File: config.mk
export PLATFORM = sky130hd
export DESIGN_NAME = master_data_buffer
export DESIGN_NICKNAME = d
export VERILOG_FILES = /design/src/rtl/mdb_pkg.sv /design/src/rtl/mdb_op_arbiter.sv /design/src/rtl/mdb_level_ctrl.sv /design/src/rtl/mdb_shift_store.sv /design/src/rtl/master_data_buffer.sv
export SDC_FILE = /design/constraint.sdc
export NUM_CORES = 1
export LEC_CHECK = 0
export BUFFER_PORTS_ARGS = -buffer_cell sky130_fd_sc_hd__buf_2
export CAP_MARGIN = 20
export CELL_PAD_IN_SITES_DETAIL_PLACEMENT = 1
export CELL_PAD_IN_SITES_GLOBAL_PLACEMENT = 1
export CORE_ASPECT_RATIO = 0.8
export CORE_MARGIN = 3
export CORE_UTILIZATION = 34
export CTS_BUF_LIST = sky130_fd_sc_hd__clkbuf_16
export DETAILED_ROUTE_END_ITERATION = 16
export PLACE_DENSITY = 0.78
export SLEW_MARGIN = 0
export SYNTH_ARGS = -nofsm -noshare
export SYNTH_HDL_FRONTEND = slang
export SYNTH_SLANG_ARGS = --single-unit
File: constraint.sdc
create_clock -name clk -period 2.1 [get_ports clk]
set_clock_uncertainty 0.05 [all_clocks]
set_input_delay 0.21 -clock clk [delete_from_list [all_inputs] [get_ports clk]]
set_output_delay 0.21 -clock clk [all_outputs]
set_load 0.01 [all_outputs]
File: src/rtl/mdb_pkg.sv
package mdb_pkg;
   // One action per cycle, chosen by the arbiter.
   typedef enum logic [2:0] {
      OP_IDLE  = 3'd0,
      OP_WRITE = 3'd1,
      OP_READ  = 3'd2,
      OP_FLUSH = 3'd3,
      OP_LOAD  = 3'd4
   } mdb_op_e;
endpackage

File: src/rtl/mdb_op_arbiter.sv
module mdb_op_arbiter
   import mdb_pkg::*;
#(
   parameter int DEPTH = 4,
   localparam int CNT_W = $clog2(DEPTH + 1)
) (
   input  logic             clk,
   input  logic             rst_n,
   input  logic             load_i,
   input  logic             flush_i,
   input  logic             rd_i,
   input  logic             wr_i,
   input  logic [CNT_W-1:0] level_i,
   output mdb_op_e          op_o
);
   logic is_empty, is_full;
   assign is_empty = (level_i == '0);
   assign is_full  = (level_i == CNT_W'(DEPTH));

   always_comb begin
      op_o = OP_IDLE;
      if (load_i)                op_o = OP_LOAD;
      else if (flush_i)          op_o = OP_FLUSH;
      else if (rd_i)             op_o = is_empty ? OP_IDLE : OP_READ;
      else if (wr_i && !is_full) op_o = OP_WRITE;
   end

   assert_load_wins_R8: assert property (@(posedge clk) disable iff (!rst_n)
      load_i |-> op_o == OP_LOAD);
   assert_empty_read_idle_R4: assert property (@(posedge clk) disable iff (!rst_n)
      (rd_i && level_i == '0 && !load_i && !flush_i) |-> op_o == OP_IDLE);
   assert_full_write_idle_R2: assert property (@(posedge clk) disable iff (!rst_n)
      (wr_i && level_i == CNT_W'(DEPTH) && !load_i && !flush_i && !rd_i) |-> op_o == OP_IDLE);
endmodule

File: src/rtl/mdb_level_ctrl.sv
module mdb_level_ctrl
   import mdb_pkg::*;
#(
   parameter int DEPTH = 4,
   localparam int CNT_W = $clog2(DEPTH + 1)
) (
   input  logic             clk,
   input  logic             rst_n,
   input  mdb_op_e          op_i,
   input  logic [CNT_W-1:0] ld_count_i,
   output logic [CNT_W-1:0] level_o,
   output logic             has_data_o,
   output logic             full_o
);
   localparam logic [CNT_W-1:0] LVL_TOP = CNT_W'(DEPTH);
   localparam logic [CNT_W-1:0] LVL_ONE = CNT_W'(1);

   logic [CNT_W-1:0] level_q;
   logic             has_q, full_q;

   always_ff @(posedge clk) begin
      if (!rst_n) begin
         level_q <= '0;
         has_q   <= 1'b0;
         full_q  <= 1'b0;
      end else begin
         unique case (op_i)
            OP_LOAD: begin
               level_q <= ld_count_i;
               if (ld_count_i != '0)     has_q  <= 1'b1;
               if (ld_count_i == LVL_TOP) full_q <= 1'b1;
            end
            OP_FLUSH: begin
               level_q <= '0;
               has_q   <= 1'b0;
               full_q  <= 1'b0;
            end
            OP_READ: begin
               level_q <= level_q - LVL_ONE;
               if (level_q == LVL_TOP) full_q <= 1'b0;
               if (level_q == LVL_ONE) has_q  <= 1'b0;
            end
            OP_WRITE: begin
               level_q <= level_q + LVL_ONE;
               if (level_q == LVL_TOP - LVL_ONE) full_q <= 1'b1;
               if (level_q == '0)                has_q  <= 1'b1;
            end
            default: ;
         endcase
      end
   end

   assign level_o    = level_q;
   assign has_data_o = has_q;
   assign full_o     = full_q;

   assert_level_bound_R2: assert property (@(posedge clk) disable iff (!rst_n)
      level_q <= LVL_TOP);
   assert_idle_stable_R4: assert property (@(posedge clk) disable iff (!rst_n)
      op_i == OP_IDLE |=> ($stable(level_q) && $stable(has_q) && $stable(full_q)));
   assert_write_step_R3: assert property (@(posedge clk) disable iff (!rst_n)
      op_i == OP_WRITE |=> level_q == $past(level_q) + LVL_ONE);
   assert_write_fills_R3: assert property (@(posedge clk) disable iff (!rst_n)
      (op_i == OP_WRITE && level_q == LVL_TOP - LVL_ONE) |=> full_q);
   assert_last_pop_R5: assert property (@(posedge clk) disable iff (!rst_n)
      (op_i == OP_READ && level_q == LVL_ONE) |=> (!has_q && level_q == '0));
   assert_flush_clears_R6: assert property (@(posedge clk) disable iff (!rst_n)
      op_i == OP_FLUSH |=> (level_q == '0 && !has_q && !full_q));
   assert_load_level_R7: assert property (@(posedge clk) disable iff (!rst_n)
      op_i == OP_LOAD |=> level_q == $past(ld_count_i));
endmodule

File: src/rtl/mdb_shift_store.sv
module mdb_shift_store
   import mdb_pkg::*;
#(
   parameter int DEPTH  = 4,
   parameter int DATA_W = 8,
   localparam int CNT_W = $clog2(DEPTH + 1)
) (
   input  logic                    clk,
   input  logic                    rst_n,
   input  mdb_op_e                 op_i,
   input  logic [CNT_W-1:0]        level_i,
   input  logic [DATA_W-1:0]       wr_data_i,
   input  logic [CNT_W-1:0]        ld_count_i,
   input  logic [DEPTH*DATA_W-1:0] ld_data_i,
   output logic [DATA_W-1:0]       head_o
);
   logic [DEPTH-1:0][DATA_W-1:0] slot_q;

   for (genvar gi = 0; gi < DEPTH; gi++) begin : g_slot
      // Byte that moves into this slot on a pop.
      logic [DATA_W-1:0] next_in;
      if (gi == DEPTH - 1) begin : g_tail
         assign next_in = slot_q[gi];
      end else begin : g_body
         assign next_in = slot_q[gi+1];
      end

      always_ff @(posedge clk) begin
         if (!rst_n) begin
            slot_q[gi] <= '0;
         end else begin
            unique case (op_i)
               OP_LOAD:
                  if (CNT_W'(gi) < ld_count_i) slot_q[gi] <= ld_data_i[gi*DATA_W +: DATA_W];
               OP_FLUSH:
                  slot_q[gi] <= '0;
               OP_READ:
                  if (CNT_W'(gi + 1) < level_i) slot_q[gi] <= next_in;
               OP_WRITE:
                  if (level_i == CNT_W'(gi)) slot_q[gi] <= wr_data_i;
               default: ;
            endcase
         end
      end
   end

   assign head_o = slot_q[0];

   assert_flush_zeroes_R6: assert property (@(posedge clk) disable iff (!rst_n)
      op_i == OP_FLUSH |=> slot_q == '0);
   assert_pop_shifts_R5: assert property (@(posedge clk) disable iff (!rst_n)
      (op_i == OP_READ && level_i > CNT_W'(1)) |=> head_o == $past(slot_q[1]));
endmodule

File: src/rtl/master_data_buffer.sv
module master_data_buffer
   import mdb_pkg::*;
#(
   parameter int DEPTH  = 4,
   parameter int DATA_W = 8
) (
   input  logic                         clk,
   input  logic                         rst_n,
   input  logic                         wr_en,
   input  logic [DATA_W-1:0]            wr_data,
   input  logic                         rd_en,
   output logic [DATA_W-1:0]            rd_data,
   input  logic                         flush,
   input  logic                         load_en,
   input  logic [$clog2(DEPTH+1)-1:0]   load_count,
   input  logic [DEPTH*DATA_W-1:0]      load_data,
   output logic [$clog2(DEPTH+1)-1:0]   fill_level,
   output logic                         has_data,
   output logic                         full
);
   localparam int CNT_W = $clog2(DEPTH + 1);

   initial begin
      assert (DEPTH >= 2 && DATA_W >= 1)
         else $error("master_data_buffer: DEPTH must be >= 2 and DATA_W >= 1");
   end

   mdb_op_e          op;
   logic [CNT_W-1:0] level;
   logic [CNT_W-1:0] ld_count_eff;
   logic [DATA_W-1:0] head;

   // Counts above the capacity are clamped.
   assign ld_count_eff = (load_count > CNT_W'(DEPTH)) ? CNT_W'(DEPTH) : load_count;

   mdb_op_arbiter #(.DEPTH(DEPTH)) u_arb (
      .clk     (clk),
      .rst_n   (rst_n),
      .load_i  (load_en),
      .flush_i (flush),
      .rd_i    (rd_en),
      .wr_i    (wr_en),
      .level_i (level),
      .op_o    (op)
   );

   mdb_level_ctrl #(.DEPTH(DEPTH)) u_lvl (
      .clk        (clk),
      .rst_n      (rst_n),
      .op_i       (op),
      .ld_count_i (ld_count_eff),
      .level_o    (level),
      .has_data_o (has_data),
      .full_o     (full)
   );

   mdb_shift_store #(.DEPTH(DEPTH), .DATA_W(DATA_W)) u_store (
      .clk        (clk),
      .rst_n      (rst_n),
      .op_i       (op),
      .level_i    (level),
      .wr_data_i  (wr_data),
      .ld_count_i (ld_count_eff),
      .ld_data_i  (load_data),
      .head_o     (head)
   );

   assign rd_data    = (level == '0) ? '1 : head;
   assign fill_level = level;
endmodule

Yosys cells after proc, flatten, opt, wreduce, memory -nomap -nowiden:

Index checks and enable logic that the tools add are counted.
W data, S select, Z words.

* memory bits (read-only): 0
* register bits: 37
* latch bits: 0
* output and inout bits: 13
* memories: 0
* memory bits (writable): 0

* mux-type cells: 31
* bitwise operators: 0
* divide/modulo/power cells: 0
* equal/unequal tests: 24
* $mul: 0
* order comparisons: 8
* reduce and logical (&&, ||, !) cells: 12
* shifts and indexed selects: 0
* $add $sub $neg: 2

Operators by type and width (number)
* $mux W8: 12
* $pmux W8 S4: 3
* $ne A2 B1 Y1 const B: 13
* $pmux W8 S3: 1
* $reduce_and A4 Y1: 5
* $eq A3 B2 Y1 const B: 4
* $lt A2 B3 Y1 const A: 4
* $mux W3: 4
* $pmux W3 S4: 1
* $eq A3 B3 Y1 const B: 3
* $lt A1 B3 Y1 const A: 3
* $pmux W1 S4: 2
* $mux W1: 7
* $eq A3 B1 Y1 const B: 2
* $reduce_bool A3 Y1: 2
* $ne A2 B2 Y1 const B: 2
* $reduce_bool A4 Y1: 1
* $add A3 B1 Y3 const B: 1
* $gt A3 B3 Y1 const B: 1
* $logic_not A3 Y1: 1
* $reduce_and A3 Y1: 1
* $sub A3 B1 Y3 const B: 1
* $mux W2: 1
* $logic_and A1 B1 Y1: 1
* $logic_not A1 Y1: 1

Longest topological paths before layout:

* depth after elaboration: 10
* depth in mapped cells: 9

By module:

A second synthesis with hierarchy kept.

* cell total of the unflattened synthesis: 303
* area, all modules: 2620.0 um^2

By module, submodules not included
* mdb_shift_store: times used 1, seq. area each 640.6 um^2, cells an instance 228, area an instance 1998.2 um^2
* mdb_level_ctrl: times used 1, seq. area each 100.1 um^2, cells an instance 56, area an instance 480.5 um^2
* master_data_buffer: times used 1, seq. area each 0.0 um^2, cells an instance 12, area an instance 76.3 um^2
* mdb_op_arbiter: times used 1, seq. area each 0.0 um^2, cells an instance 7, area an instance 65.1 um^2

Worst setup path before layout:

No wires, ideal clock.

* path kind: reg2reg
* start point: register u_lvl.level_q[0] (netlist: u_lvl.level_o[0])
* end point: register u_store.slot_q (netlist bit u_store.g_slot[1].next_in[1])
* cell stages (with the launch flop): 10
* arrival: 2.083 ns
* path slack: -0.150 ns
* required time: 1.933 ns
* library setup time: 0.117 ns
* period minus slack after synthesis: 2.250 ns
* path through: dfxtp_1 inv_1 ha_1 a21bo_2 a211o_1 buf_2 buf_6 a221o_1 nand3_1 nand2_1

* cells in the longest elaborated chain, start to end: 10
* elaborated cells between the ends (all ways): 21
* classes of those cells: 1 x order compare; 9 x eq/ne; 6 x mux; 5 x reduce/logical

Ends and longest elaborated chain
* start, declared: line mdb_level_ctrl.sv:18 `logic [CNT_W-1:0] level_q;`
* start signal, assigned: line mdb_level_ctrl.sv:29 `level_q <= ld_count_i;`
* start signal, assigned: line mdb_level_ctrl.sv:39 `level_q <= level_q - LVL_ONE;`
* start signal, assigned: line mdb_level_ctrl.sv:44 `level_q <= level_q + LVL_ONE;`
* $eq A3 B3 Y1: line mdb_op_arbiter.sv:18 `assign is_full = (level_i == CNT_W'(DEPTH));`
* $logic_not A1 Y1: line mdb_op_arbiter.sv:25 `else if (wr_i && !is_full) op_o = OP_WRITE;`
* $logic_and A1 B1 Y1: line mdb_op_arbiter.sv:25
* $mux W1: line mdb_op_arbiter.sv:25
* $mux W3: line mdb_op_arbiter.sv:24 `else if (rd_i) op_o = is_empty ? OP_IDLE : OP_READ;`
* $mux W3: line mdb_op_arbiter.sv:23 `else if (flush_i) op_o = OP_FLUSH;`
* $mux W3: line mdb_op_arbiter.sv:22 `if (load_i) op_o = OP_LOAD;`
* $eq A3 B1 Y1 (tied with other cells): line mdb_shift_store.sv:32 `unique case (op_i)`
* $ne A2 B1 Y1 (no line) / $reduce_bool A4 Y1 (equally long branches)
* $reduce_and A4 Y1 (no line)
* end signal, assigned by index: line mdb_shift_store.sv:34 `if (CNT_W'(gi) < ld_count_i) slot_q[gi] <= ld_data_i[gi*DATA_W +: DATA_W];`
* end signal, assigned by index: line mdb_shift_store.sv:38 `if (CNT_W'(gi + 1) < level_i) slot_q[gi] <= next_in;`
* end signal, assigned by index: line mdb_shift_store.sv:40 `if (level_i == CNT_W'(gi)) slot_q[gi] <= wr_data_i;`
* end, declared: line mdb_shift_store.sv:17 `logic [DEPTH-1:0][DATA_W-1:0] slot_q;`

Parallel ways exist; a longest one is shown, timed or not.
A chain may end at the register's enable or synchronous reset.

Worst setup path in the final report:

* start point: register u_lvl.level_q[0] (netlist: u_lvl.level_o[0])
* end point: register u_store.slot_q (netlist bit u_store.g_slot[1].next_in[7])

Same word-level chain as after synthesis.

==> metrics.yaml <==
run_status:
  status: "completed"
worst_setup_path:
  cp-start-kind: "register"
  path_max_fanout: 24
  critPathBufInv: 2
  cp_top_family: "compound AO/OA/AOI/OAI gates"
  end_kind: "register"
  r2r-start: "u_lvl.level_o[0]"
  max_stage_delay_ns: 0.36
  worst-setup-path-type: "reg -> reg"
  cp_cell_sequence: "inv_1 > ha_2 > a21bo_2 > a211o_4 > buf_12 > a221o_1 > nand3_1 > nand2_1"
  reg2reg_to: "u_store.g_slot[1].next_in[7]"
  cp.required_ns: 2.22
  cp.arrival_ns: 2.13
  cp_slowest_cell: "a211o_4"
  r2r_slack_ns: 0.09
  reg2regPathDepth: 8
clocking:
  clockRootBuffer: "clkbuf_16"
  clock_latency_ns: 0.28
  cts_tree: "done"
  clk_pin_slew_ns: 0.06
  cts_sinks: 37
  htreeDepth: 2
  cts_buffers: 5
  cts_buffer_depth: 2
floorplanning:
  io_pins: 62
  fp-row-count: 25
  core_mm2: 0.00604
  initial_core_util: 0.358
  die_h_um: 77.3
  dieArea_mm2: 0.00735
  die-width_um: 95.1
logic_synthesis:
  synth-edff-count: 0
  yosysUniqueCellTypes: 49
  async_flop_share: 0
  netlist_instances: 249
  synth_top_area_cell: "dfxtp_1"
  syn_nets: 303
  synth_top_area_frac: 0.343
  yosysWarnings: 0
  yosys-top-cells-count: "37 x dfxtp_1, 21 x nand2_1, 20 x a21oi_1"
  ys.flop_type: "dfxtp_1"
  seq_area_frac_synth: 0.343
  syn-cell-area_mm2: 0.00216
  ys_ff_latch: 37
  synthTopCellsByArea: "dfxtp_1 34%, a221oi_1 6.9%, a21oi_1 4.6%"
  synth.most_common_cell: "dfxtp_1"
  synth_area_per_cell_um2: 8.67
sta:
  maxSlewViolCount: 0
  setup_slack_ns: 0.0905
  fmax_mhz: 498
  slew_headroom: 0.615
  post-route-period-util: 0.957
  final_hold_viol_count: 0
  period_needed_ns: 2.01
  worst_pin_slew_ns: 0.574
  grt_setup_unrepaired: "yes"
  setup_viol: 0
global_routing:
  grt_pass1_wl_um: 11500
  use_met1: 0.299
  grt_usage: 0.201
  first_global_vias: 2247
  use_met2: 0.277
  top_usage_layer: "met1"
  grt_max_degree: 31
  antenna_found_initial: 0
  overflow: 0
  grt_use_met3: 0.0549
min_path:
  whs_path_depth: 3
  min_to: "u_store.g_slot[2].next_in[6]"
  min_from: "load_data[30]"
  hp-class: "in -> reg"
power_and_ir_drop:
  ir_drop_mv: 0.272
  powerDensity_mw_per_mm2: 732
  p_leak_nw: 1.22
layout:
  areaGrowthSynthToFinish_pct: 33.2
  diodes: 0
  fin_cells: 404
  fin_nets: 376
  drive_above_1_share: 0.368
detailed_routing:
  avgRoutedWirePerCell_um: 17.8
  drcViolationCount: 0
  antenna_left: 0
  drt-total-wl_um: 7210
  viasPerCell: 5.62
  via_count: 2269
  drtIter0Drc: 137
  first_pass_iters: 4
place:
  post-place-cells: 394
  gp_congestion: 0.841
  place_hpwl_um: 5320
  portBuffers: 61
  pre_cts_slack_ns: 0.0222
job:
  maxCapViolCount: 0
-- placed cells by master, fill, tap and decap left out, drive strengths merged, types with 2 or more instances in the layout --
cell / Yosys / final
clkbuf: 6 / 5
buf: 12 / 84
o22ai: 9 / 9
o21bai: 2 / 2
a211oi: 2 / 2
inv: 12 / 12
o21ai: 12 / 12
o211ai: 8 / 8
a221oi: 17 / 17
nor2: 7 / 7
nand3b: 2 / 2
ha: 5 / 5
clkinv: 0 / 3
nand2b: 12 / 12
nand3: 9 / 9
nor3: 3 / 3
dfxtp: 37 / 37
and3: 2 / 2
a221o: 9 / 9
nand2: 22 / 22
o2bb2ai: 8 / 8
a21oi: 20 / 20
xor2: 2 / 2
o311a: 2 / 2
nor4: 11 / 11
-- kinds of logic after synthesis --
kind of cell	count (synthesis)	synth area share
AO/OA/AOI/OAI	100	0.344
buffers and inverters	30	0.0660
XOR/XNOR	2	0.0116
multiplexers	1	0.00464
flip-flops	37	0.343
adder cells (fa/ha/maj)	5	0.0290
AND/OR/NAND/NOR	74	0.202
-- stage by stage --
stage	TNS, ns	utilization	power [mW]	hold WS [ns]	instance area (um2)
final	0	0.476	2.10	0.157	2880
after global routing	-0.00976	0.476	2.22	0.177	2880
after CTS	0	0.462	2.09	0.154	2790
after detailed placement	0	0.436	1.34	0.392	2630
after global placement	0	0.436	1.33	0.389	2630
after floorplan	0	-	1.15	0.310	2160
-- repair_timing --
action	CTS	global route
buffers inserted	2	0
resized for setup	0	18
cloned	0	0
pin swaps	1	0
hold buffers	0	0
endpoints found under the setup margin	1	33
-- worst register-to-register path: stages, from the launching register on --
cell	delay (ns)
dfxtp_2	0.32
inv_1	0.07
ha_2	0.21
a21bo_2	0.23
a211o_4	0.36
buf_12	0.17
a221o_1	0.35
nand3_1	0.09
nand2_1	0.05
-- area by class of cell --
type	count	area, um2
inverter	12	45.0
sequential	37	743
fill	751	3160
clock inverter	3	17.5
timing repair buffer	84	490
tap	81	101
clock buffer	5	125
multi-input combinational	182	1350
-- worst max path at each step --
stage | from | endpoint | cells after the start
CTS | u_lvl.level_o[0] | u_store.g_slot[1].next_in[7] | 7
global route | u_lvl.level_o[0] | u_store.g_slot[1].next_in[0] | 8
finish | u_lvl.level_o[0] | u_store.g_slot[1].next_in[7] | 8
global placement | u_lvl.level_o[0] | u_store.g_slot[0].next_in[6] | 7
floorplan | u_lvl.level_o[0] | u_store.g_slot[1].next_in[1] | 9
detailed placement | u_lvl.level_o[0] | u_store.g_slot[0].next_in[6] | 7
-- flip-flops by register name, indices dropped and copies added (netlist names) --
| name | cells |
|---|---|
| u_store.g_slot.next_in | 24 |
| u_lvl.full_o | 1 |
| u_store.head_o | 8 |
| u_lvl.has_data_o | 1 |
| u_lvl.level_o | 3 |
-- metal layers --
layer	part of all wire	vias to the layer above
met2	0.42	83
met4	0.010	0
met5	0	-
li1	-	1106
met3	0.082	6
met1	0.49	1074
-- report_power, final --
group	switching (mW)	leakage, nW	internal [mW]
Clock	0.299	0.0712	0.435
Sequential	0.0392	0.306	0.770
Combinational	0.316	0.841	0.246
No activity file was read; power rests on OpenSTA's default activity.
